<file path="src/rtl/pwmdac_pkg.sv">
package pwmdac_pkg;
  localparam int SAMPLE_W = 16;
  localparam int RES_LO_W = 8;
  localparam int RES_HI_W = 10;
  localparam int DUTY_W   = RES_HI_W;
  localparam int REP_W    = 9;
  localparam int SHIFT_W  = 3;
  localparam int CHANS    = 2;

  typedef enum logic [1:0] {
    ALIGN_LEFT   = 2'd0,
    ALIGN_RIGHT  = 2'd1,
    ALIGN_CENTER = 2'd2
  } align_e;

  // Packed from MSB down so that bit 0 is the enable.
  typedef struct packed {
    logic [SHIFT_W-1:0] lsh;
    logic               signFlip;
    logic               fastChange;
    logic [REP_W-1:0]   repM1;
    logic [1:0]         align;
    logic               res10;
    logic               en;
  } ctrl_t;

  localparam int CTRL_W = $bits(ctrl_t);

  typedef struct packed {
    logic holdWr;
    logic activeLoad;
  } strobe_t;
endpackage

</file>
<file path="src/rtl/pwmdac_ctrl.sv">
module pwmdac_ctrl
  import pwmdac_pkg::*;
#(
  parameter int ADDR_W   = 3,
  parameter int DATA_OFS = 0,
  parameter int CTRL_OFS = 4
) (
  input  logic              clk,
  input  logic              rstN,
  input  logic              regWrEn,
  input  logic [ADDR_W-1:0] regAddr,
  input  logic [31:0]       regWrData,
  output ctrl_t             ctrlQ,
  output logic [DUTY_W-1:0] cnt,
  output strobe_t           strobe,
  output logic              sampleReq
);
  localparam logic [DUTY_W-1:0] LAST_LO = DUTY_W'((1 << RES_LO_W) - 1);
  localparam logic [DUTY_W-1:0] LAST_HI = DUTY_W'((1 << RES_HI_W) - 1);

  logic             ctrlWr, dataWr, holdFull, periodEnd, repDone;
  logic [DUTY_W-1:0] lastCnt;
  logic [REP_W-1:0]  repCnt;

  assign ctrlWr    = regWrEn && (regAddr == ADDR_W'(CTRL_OFS));
  assign dataWr    = regWrEn && (regAddr == ADDR_W'(DATA_OFS));
  assign lastCnt   = ctrlQ.res10 ? LAST_HI : LAST_LO;
  assign periodEnd = ctrlQ.en && (cnt >= lastCnt);
  assign repDone   = (repCnt == ctrlQ.repM1);

  assign strobe.holdWr     = dataWr;
  assign strobe.activeLoad = periodEnd && holdFull && (repDone || ctrlQ.fastChange);
  assign sampleReq         = ctrlQ.en && !holdFull;

  always_ff @(posedge clk) begin
    if (!rstN) begin
      ctrlQ <= '0;
    end else if (ctrlWr) begin
      ctrlQ <= ctrl_t'(regWrData[CTRL_W-1:0]);
    end
  end

  always_ff @(posedge clk) begin
    if (!rstN) begin
      holdFull <= 1'b0;
    end else if (dataWr) begin
      holdFull <= 1'b1;
    end else if (strobe.activeLoad) begin
      holdFull <= 1'b0;
    end
  end

  always_ff @(posedge clk) begin
    if (!rstN || !ctrlQ.en) begin
      cnt    <= '0;
      repCnt <= '0;
    end else if (periodEnd) begin
      cnt    <= '0;
      repCnt <= (repDone || strobe.activeLoad) ? '0 : repCnt + 1'b1;
    end else begin
      cnt <= cnt + 1'b1;
    end
  end
endmodule

</file>
<file path="src/rtl/pwmdac_datapath.sv">
module pwmdac_datapath
  import pwmdac_pkg::*;
(
  input  logic                     clk,
  input  logic                     rstN,
  input  strobe_t                  strobe,
  input  ctrl_t                    ctrlQ,
  input  logic [31:0]              regWrData,
  input  logic [DUTY_W-1:0]        cnt,
  input  logic                     stereoMode,
  output logic [CHANS-1:0]         pwmOut,
  output logic [CHANS*DUTY_W-1:0]  dutyMon
);
  localparam int PER_W = DUTY_W + 1;

  logic [CHANS*SAMPLE_W-1:0] holdQ;
  logic [PER_W-1:0]          periodLen, cntExt;

  assign periodLen = ctrlQ.res10 ? PER_W'(1 << RES_HI_W) : PER_W'(1 << RES_LO_W);
  assign cntExt    = {1'b0, cnt};

  always_ff @(posedge clk) begin
    if (!rstN) begin
      holdQ <= '0;
    end else if (strobe.holdWr) begin
      holdQ <= regWrData[CHANS*SAMPLE_W-1:0];
    end
  end

  for (genvar ch = 0; ch < CHANS; ch++) begin : g_chan
    logic [SAMPLE_W-1:0] raw, flipped, shifted;
    logic [DUTY_W-1:0]   dutyNext, dutyQ;
    logic [PER_W-1:0]    dutyExt, lo, hi;
    logic                hit, chanOn;

    assign raw      = holdQ[ch*SAMPLE_W +: SAMPLE_W];
    assign flipped  = ctrlQ.signFlip ? {~raw[SAMPLE_W-1], raw[SAMPLE_W-2:0]} : raw;
    assign shifted  = flipped << ctrlQ.lsh;
    assign dutyNext = ctrlQ.res10 ? shifted[SAMPLE_W-1 -: RES_HI_W]
                                  : DUTY_W'(shifted[SAMPLE_W-1 -: RES_LO_W]);

    always_ff @(posedge clk) begin
      if (!rstN) begin
        dutyQ <= '0;
      end else if (strobe.activeLoad) begin
        dutyQ <= dutyNext;
      end
    end

    assign dutyExt = {1'b0, dutyQ};
    assign lo      = (periodLen - dutyExt) >> 1;
    assign hi      = lo + dutyExt;

    always_comb begin
      case (ctrlQ.align)
        ALIGN_RIGHT:  hit = cntExt >= (periodLen - dutyExt);
        ALIGN_CENTER: hit = (cntExt >= lo) && (cntExt < hi);
        default:      hit = cntExt < dutyExt;
      endcase
    end

    assign chanOn  = (ch == 0) || stereoMode;
    assign pwmOut[ch] = ctrlQ.en && chanOn && hit;
    assign dutyMon[ch*DUTY_W +: DUTY_W] = dutyQ;
  end
endmodule

</file>
<file path="src/rtl/pwm_audio_dac.sv">
module pwm_audio_dac
  import pwmdac_pkg::*;
#(
  parameter int ADDR_W = 3
) (
  input  logic              clk,
  input  logic              rstN,
  input  logic              regWrEn,
  input  logic [ADDR_W-1:0] regAddr,
  input  logic [31:0]       regWrData,
  input  logic              stereoMode,
  output logic              sampleReq,
  output logic              pwmLeft,
  output logic              pwmRight
);
  ctrl_t                    ctrlQ;
  strobe_t                  strobe;
  logic [DUTY_W-1:0]        cnt;
  logic [CHANS-1:0]         pwmOut;
  logic [CHANS*DUTY_W-1:0]  dutyMon;

  pwmdac_ctrl #(.ADDR_W(ADDR_W)) ctrl_i (
    .clk(clk), .rstN(rstN), .regWrEn(regWrEn), .regAddr(regAddr),
    .regWrData(regWrData), .ctrlQ(ctrlQ), .cnt(cnt), .strobe(strobe),
    .sampleReq(sampleReq)
  );

  pwmdac_datapath dp_i (
    .clk(clk), .rstN(rstN), .strobe(strobe), .ctrlQ(ctrlQ),
    .regWrData(regWrData), .cnt(cnt), .stereoMode(stereoMode),
    .pwmOut(pwmOut), .dutyMon(dutyMon)
  );

  assign pwmLeft  = pwmOut[0];
  assign pwmRight = pwmOut[1];
endmodule

</file>
<file path="config.mk">
export PLATFORM = sky130hd
export DESIGN_NAME = pwm_audio_dac
export DESIGN_NICKNAME = d
export VERILOG_FILES = /design/src/rtl/pwmdac_pkg.sv /design/src/rtl/pwmdac_ctrl.sv /design/src/rtl/pwmdac_datapath.sv /design/src/rtl/pwm_audio_dac.sv
export SDC_FILE = /design/constraint.sdc
export NUM_CORES = 1
export LEC_CHECK = 0
export BUFFER_PORTS_ARGS = -buffer_cell sky130_fd_sc_hd__buf_2
export CAP_MARGIN = 20
export CORE_UTILIZATION = 55
export CTS_BUF_LIST = sky130_fd_sc_hd__clkbuf_8
export CTS_CLUSTER_SIZE = 40
export DETAILED_ROUTE_END_ITERATION = 7
export HOLD_SLACK_MARGIN = 0.1
export PLACE_DENSITY = 0.78
export SYNTH_ARGS = -nofsm -noshare
export SYNTH_HDL_FRONTEND = slang
export SYNTH_HIERARCHICAL = 1
export SYNTH_SLANG_ARGS = --single-unit
</file>
<file path="constraint.sdc">
create_clock -name clk -period 4.6 [get_ports clk]
set_input_delay 0.92 -clock clk [delete_from_list [all_inputs] [get_ports clk]]
set_output_delay 0.92 -clock clk [all_outputs]
set_load 0.02 [all_outputs]
</file>
==> flow_summary_export.csv, run 1 <==
group,metric,value,unit
sta,setup_ws,-488.2,ps
detailed_routing,num_vias,6732,
sta,min_period_over_period,110.6,%
cells_and_area,drive_gt1_share,24.97,%
cells_and_area,final_area,9198,um^2
sta,skew,6.760,ps
place,hpwl,13.84,mm
clock_network,clk_path_buf_depth,2,
place,io_buffers,41,
place,place_area,8591,um^2
cells_and_area,fin_cells,1145,
cells_and_area,final_nets,1106,
clock_network,path_clk_slew,80,ps
synth,synth_area,7690,um^2
grt,grt_pass1_vias,6551,
setup_path,required,3680,ps
synth,ys_ff_latch,90,
pwr,vdd_drop_max,233.7,uV
die,ioPinCount,42,
detailed_routing,via_per_inst,5.879,
synth,synth_top_area_share,23.43,%
sta,rsz0062_at_grt,"yes",
setup_path,slowest_delay,350,ps
grt,gr-total-overflow,0,
clock_network,clk_latency,370,ps
sta,hold_viol,0,
clock_network,cts-root-buf,"clkbuf_8",
detailed_routing,first_pass_iters,5,
pwr,powerDensity,163.9,nW/um^2
sta,maxSlewHeadroom,29.64,%
synth,synthTopCellsByArea,"dfxtp_1 23%, ha_1 17%, mux2i_1 9.6%",
grt,antenna_found_initial,0,
synth,syn-num-nets,1004,
setup_path,critPathMaxFanout,2,
worst_hold_path,hp-class,"register to register",
clock_network,cts.htree.levels,3,
place,place_inst,1118,
grt,grt_max_degree,74,
synth,synth_cell_type_count,75,
setup_path,path_cells,"inv_2 -> ha_4 -> xnor2_2 -> buf_4 -> ha_4 -> a21o_1 -> a211oi_2 -> o22ai_2 -> a21oi_2 -> buf_4 -> buf_4 -> o21ai_1 -> xnor2_1 -> ha_1 -> nand3_2 -> nor3_2 -> o31ai_2 -> a311oi_2 -> a211oi_1 -> o311a_1 -> buf_6",
synth,synthArstFlopShare,0,%
pwr,p_leak,3.631,nW
place,gp_congestion,0.8662,
cells_and_area,antennaDiodeCount,0,
sta,maxSlewViolCount,0,
die,rows,42,
detailed_routing,routed_wl,18.85,mm
setup_path,worstSetupPathType,"register to output port",
sta,period_minus_slack,5088,ps
grt,use_met2,45.69,%
die,die_area,14460,um^2
clock_network,cts_tree,"done",
clock_network,hold_buffers,0,
setup_path,crit_top_cell,"buf_4",
clock_network,cts_buffers,9,
grt,grt.busiest_layer,"met2",
grt,grtUsageMet1,35.15,%
synth,postSynthAreaPerCell,8.921,um^2
detailed_routing,antenna_left,0,
synth,synth_top_area_cell,"dfxtp_1",
grt,grt_use_total,26.46,%
detailed_routing,wl_per_cell,16.46,um
flow_run,maxCapViolCount,0,
setup_path,crit_path_end_kind,"output port",
die,die_x,120.2,um
cells_and_area,syn2layout_area_growth,19.61,%
setup_path,critPathSlowestCell,"o311a_1",
synth,synth_edf_count,0,
setup_path,cp-start-kind,"register",
die,coreArea,13450,um^2
detailed_routing,drtIter0Drc,327,
status,outcome,"finished with violations",
synth,synth_ff_type,"dfxtp_1",
clock_network,clock_sink_count,90,
grt,grt_pass1_wl,30.84,mm
setup_path,arrival,4170,ps
detailed_routing,drc,0,
synth,synth_warnings,6,
synth,syn_inst,862,
die,dieHeight,120.2,um
die,start_util,57.16,%
status,violations,"setup timing",
grt,met3_usage,3.113,%
synth,synth-seq-area-share,23.43,%
sta,setup_viol,2,
sta,fmax,0.1965,GHz
sta,tightestPinTransition,1054,ps
power breakdown:
group	internal [mW]	leakage (nW)	switching [mW]
registers	0.787	0.730	0.0130
clock network	0.306	0.113	0.281
logic	0.0591	2.79	0.0615
layout make-up:
class                   count  area (um^2)
multi-input cells         680         5854
fillers                  1107         4255
flip-flops and latches     90         1814
repair buffers            130        890.9
well taps                 176        220.2
inverters                  53        201.4
clock buffers               9        123.9
clock inverters             7        92.59
path summary, 6_finish.rpt:
kind	from	endpoint	slack, ps	cells past startpoint
max	dp_i/g_chan[0].dutyQ[0]	pwmLeft	-490	21
min	ctrl_i/ctrlQ[11]	ctrl_i/ctrlQ[11]	480	2
max reg2reg	ctrl_i/ctrlQ[1]	dp_i/g_chan[1].dutyQ[5]	1390	10
min reg2reg	ctrl_i/ctrlQ[11]	ctrl_i/ctrlQ[11]	480	2
layout by cell type, fill, tap and decap left out, drive strengths merged, types with 13 or more instances in the layout:
cell type  instances
buf              130
ha               102
dfxtp             90
mux2i             74
nand2             66
inv               54
nor2b             47
xnor2             41
nor2              36
a21oi             34
o21ai             30
a21boi            22
nand3             20
mux4              16
nor3              16
and2              14
xor2              13
routing by layer:
| metal | vias to the layer above | wire (um) |
|---|---|---|
| li1 | 3357 | - |
| met1 | 3195 | 8858 |
| met2 | 150 | 8967 |
| met3 | 30 | 711 |
| met4 | 0 | 308 |
| met5 | - | 0 |
logic make-up (layout without fill, tap and decap cells):
kind of cell             count (synthesis)  in the layout  share of synthesized area [%]
XOR/XNOR                                54             54                          6.150
buffers and inverters                   92            199                          4.784
adder cells (fa/ha/maj)                103            103                          16.86
AO/OA/AOI/OAI                          184            184                          17.10
AND/OR/NAND/NOR                        241            241                          16.19
flip-flops                              90             90                          23.43
multiplexers                            98             98                          15.49
worst max-delay path: cells and delay by family, from the launching register on:
kind | cells | cell delay [ps]
compound gates | 9 | 1700
xor+xnor | 2 | 300
fa+ha+maj | 3 | 630
buf+inv | 5 | 570
flops | 1 | 340
simple gates | 2 | 250
synth_stat cells (14+ instances only):
master and number:
ha_1 102, dfxtp_1 90, mux2i_1 74, nand2_1 65
inv_1 50, nor2b_1 47, xnor2_1 41, nor2_1 36
a21oi_1 33, clkbuf_1 24, nand3_1 20, a21boi_0 19
mux4_2 16, nor3_1 16, o21ai_1 16, o21ai_0 14
metrics by stage:
step	TNS [ps]	setup slack (ps)	total power [mW]	util, %	hold slack [ps]
finish	-965.6	-488.2	1.507	68.37	482.0
global placement	-247.1	-134.9	0.9339	63.86	452.6
detailed placement	-296.7	-152.2	0.9371	63.86	467.9
global route	-1395	-720.8	1.567	68.37	505.0
floorplan	-11.20	-11.20	0.8946	-	440.1
CTS	-802.6	-478.1	1.515	66.37	484.9
what timing repair did:
item	in CTS	in global routing
pin swaps	15	28
setup buffers	3	8
setup endpoints to repair	2	2
gates resized for setup	22	36
sequential cells by signal, indices dropped and copies added, names as in the netlist:
register,flops
dp_i/holdQ,32
dp_i/g_chan.dutyQ,20
ctrl_i/ctrlQ,18
ctrl_i/cnt,10
ctrl_i/repCnt,9
ctrl_i/holdFull,1
Note: power is estimated with default switching activity, not from simulation.
==> run 2: changes to the inputs <==
PLACE_DENSITY = 0.75   (was 0.78)
clock period = 5.9 ns   (was 4.6 ns; I/O delays follow)
==> run 2 against run 1 <==
Against the previous run: setup slack improved by 740 ps; power fell by 25%; die area did not move; core utilization fell by 7.1 points; largest power group unchanged; non-clock buffer count fell by 84; cell area fell by 10%; register-to-register slack improved by 1600 ps; the run now ends clean.
==> flow_summary_export.csv, run 2 (same netlist as run 1, synthesis figures left out) <==
group,metric,value,unit
cells_and_area,final_common_cell,"ha_1",
clock_network,cts.htree.levels,3,
cells_and_area,seq_area,1808,um^2
sta,fmax,0.1770,GHz
grt,grt_pass1_vias,5948,
status,outcome,"finished, final reports clean",
detailed_routing,antenna_left,0,
cells_and_area,nFillCells,1185,
grt,grt_pass1_wl,28.84,mm
place,hpwl,12.98,mm
cells_and_area,mostFrequentLayoutCells,"100 x ha_1, 85 x dfxtp_1, 74 x mux2i_1",
die,die_x,120.2,um
cells_and_area,fin_cells,1061,
pwr,total_power,1.129,mW
sta,setup_viol,0,
clock_network,clk_latency,360,ps
setup_path,arrival,4470,ps
clock_network,path_clk_slew,90,ps
grt,grt_use_total,24.52,%
setup_path,timing.critical_path.to,"pwmLeft",
detailed_routing,via_per_inst,5.948,
cells_and_area,final_nets,1022,
sta,whs,483.5,ps
die,start_util,57.16,%
setup_path,required,4720,ps
detailed_routing,drc,0,
clock_network,cts_buffers,9,
cells_and_area,drive_gt1_share,12.99,%
die,coreArea,13450,um^2
grt,antenna_found_initial,0,
detailed_routing,drtIter0Drc,299,
die,die_area,14460,um^2
sta,maxSlewViolCount,0,
clock_network,postCtsSetupRepairBufs,0,
setup_path,crit_start,"dp_i/g_chan[0].dutyQ[2]",
cells_and_area,largest_register,"dp_i/holdQ",
clock_network,cts_tree,"done",
detailed_routing,first_pass_iters,5,
detailed_routing,wl_per_cell,16.39,um
flow_run,maxCapViolCount,0,
sta,hold_viol,0,
cells_and_area,multi_input_area,5580,um^2
place,gp_congestion,0.8757,
place,place_area,7991,um^2
setup_path,worstSetupPathType,"register to output port",
die,rows,42,
sta,skew,9.490,ps
setup_path,regToRegEndpoint,"dp_i/g_chan[1].dutyQ[8]",
setup_path,cp-start-kind,"register",
detailed_routing,num_vias,6311,
cells_and_area,reg_top3,"dp_i/holdQ x32, dp_i/g_chan.dutyQ x20, ctrl_i/ctrlQ x18",
setup_path,critPathMaxFanout,9,
pwr,powerDensity,137.0,nW/um^2
pwr,p_leak,3.098,nW
setup_path,rr_worst_depth,10,
place,place_inst,1045,
cells_and_area,largest_reg_flops,32,
setup_path,crit_path_end_kind,"output port",
sta,period_minus_slack,5650,ps
clock_network,cts-root-buf,"clkbuf_8",
die,ioPinCount,42,
sta,fin_tns_setup,0,ps
grt,gr-total-overflow,0,
clock_network,clk_path_buf_depth,2,
clock_network,clock_sink_count,90,
place,io_buffers,41,
worst_hold_path,hp-class,"register to register",
sta,tightestPinTransition,1051,ps
grt,grt_max_degree,67,
cells_and_area,syn2layout_area_growth,7.208,%
sta,maxSlewHeadroom,29.83,%
die,dieHeight,120.2,um
cells_and_area,antennaDiodeCount,0,
cells_and_area,final_area,8244,um^2
detailed_routing,routed_wl,17.39,mm
setup_path,r2r_slack,2970,ps
pwr,vdd_drop_max,208.9,uV
sta,min_period_over_period,95.76,%
setup_path,rr_startpoint,"ctrl_i/ctrlQ[1]",
## run 2: final cells by class
type / count / area share [%]
clock buffers: 9 / 1.503
clock inverters: 7 / 0.8499
inverters: 53 / 2.413
multi-input cells: 680 / 67.69
flip-flops and latches: 90 / 21.93
well taps: 176 / 2.671
repair buffers: 46 / 2.944
## run 2: routing by layer
layer / GRT usage, % / vias to the layer above / wire length (um)
li1: - / 3188 / -
met1: 34.64 / 2964 / 8580
met2: 40.09 / 137 / 7884
met3: 1.698 / 22 / 643
met4: 7.253 / 0 / 279
met5: 0 / - / 0
## run 2: worst max-delay path: stages (launching register included)
cell and delay [ps]:
dfxtp_1 420, or4_1 620, nor3_2 210, and2_1 170
xor2_1 240, ha_1 350, nand3_1 120, o2111ai_1 130
a21oi_1 210, xor2_1 90, ha_1 290, nand3_1 100
nor3_1 200, o31ai_1 120, a311oi_1 310, a211oi_1 80
o311a_1 290, buf_2 160
## run 2: metrics by stage
step / util (%) / setup WS [ps]
3_5_place_dp: 59.40 / 396.1
5_1_grt: 61.28 / -7.563
6_report: 61.28 / 250.1
4_1_cts: 60.85 / 61.97
3_3_place_gp: 59.40 / 508.0
2_1_floorplan: - / 861.3
## run 2: worst min-delay path by stage
stage                     from              end  slack, ps  cells past startpoint
3_3_place_gp     ctrl_i/cnt[0]    ctrl_i/cnt[0]        450                      1
6_report       ctrl_i/ctrlQ[6]  ctrl_i/ctrlQ[6]        480                      2
4_1_cts          ctrl_i/cnt[0]    ctrl_i/cnt[0]        480                      1
2_1_floorplan    ctrl_i/cnt[0]    ctrl_i/cnt[0]        440                      1
5_1_grt          ctrl_i/cnt[0]    ctrl_i/cnt[0]        510                      1
3_5_place_dp     ctrl_i/cnt[0]    ctrl_i/cnt[0]        460                      1
## run 2: report_power, final
part / internal (mW) / switching (mW) / total, mW
logic: 0.0436 / 0.0466 / 0.0902
registers: 0.614 / 0.0109 / 0.625
clock network: 0.195 / 0.219 / 0.414
## run 2: what timing repair did
item | 4_1_cts | 5_1_grt
setup endpoints to repair | 1 | 2
gates resized for setup | 1 | 14
hold buffers | 0 | 0
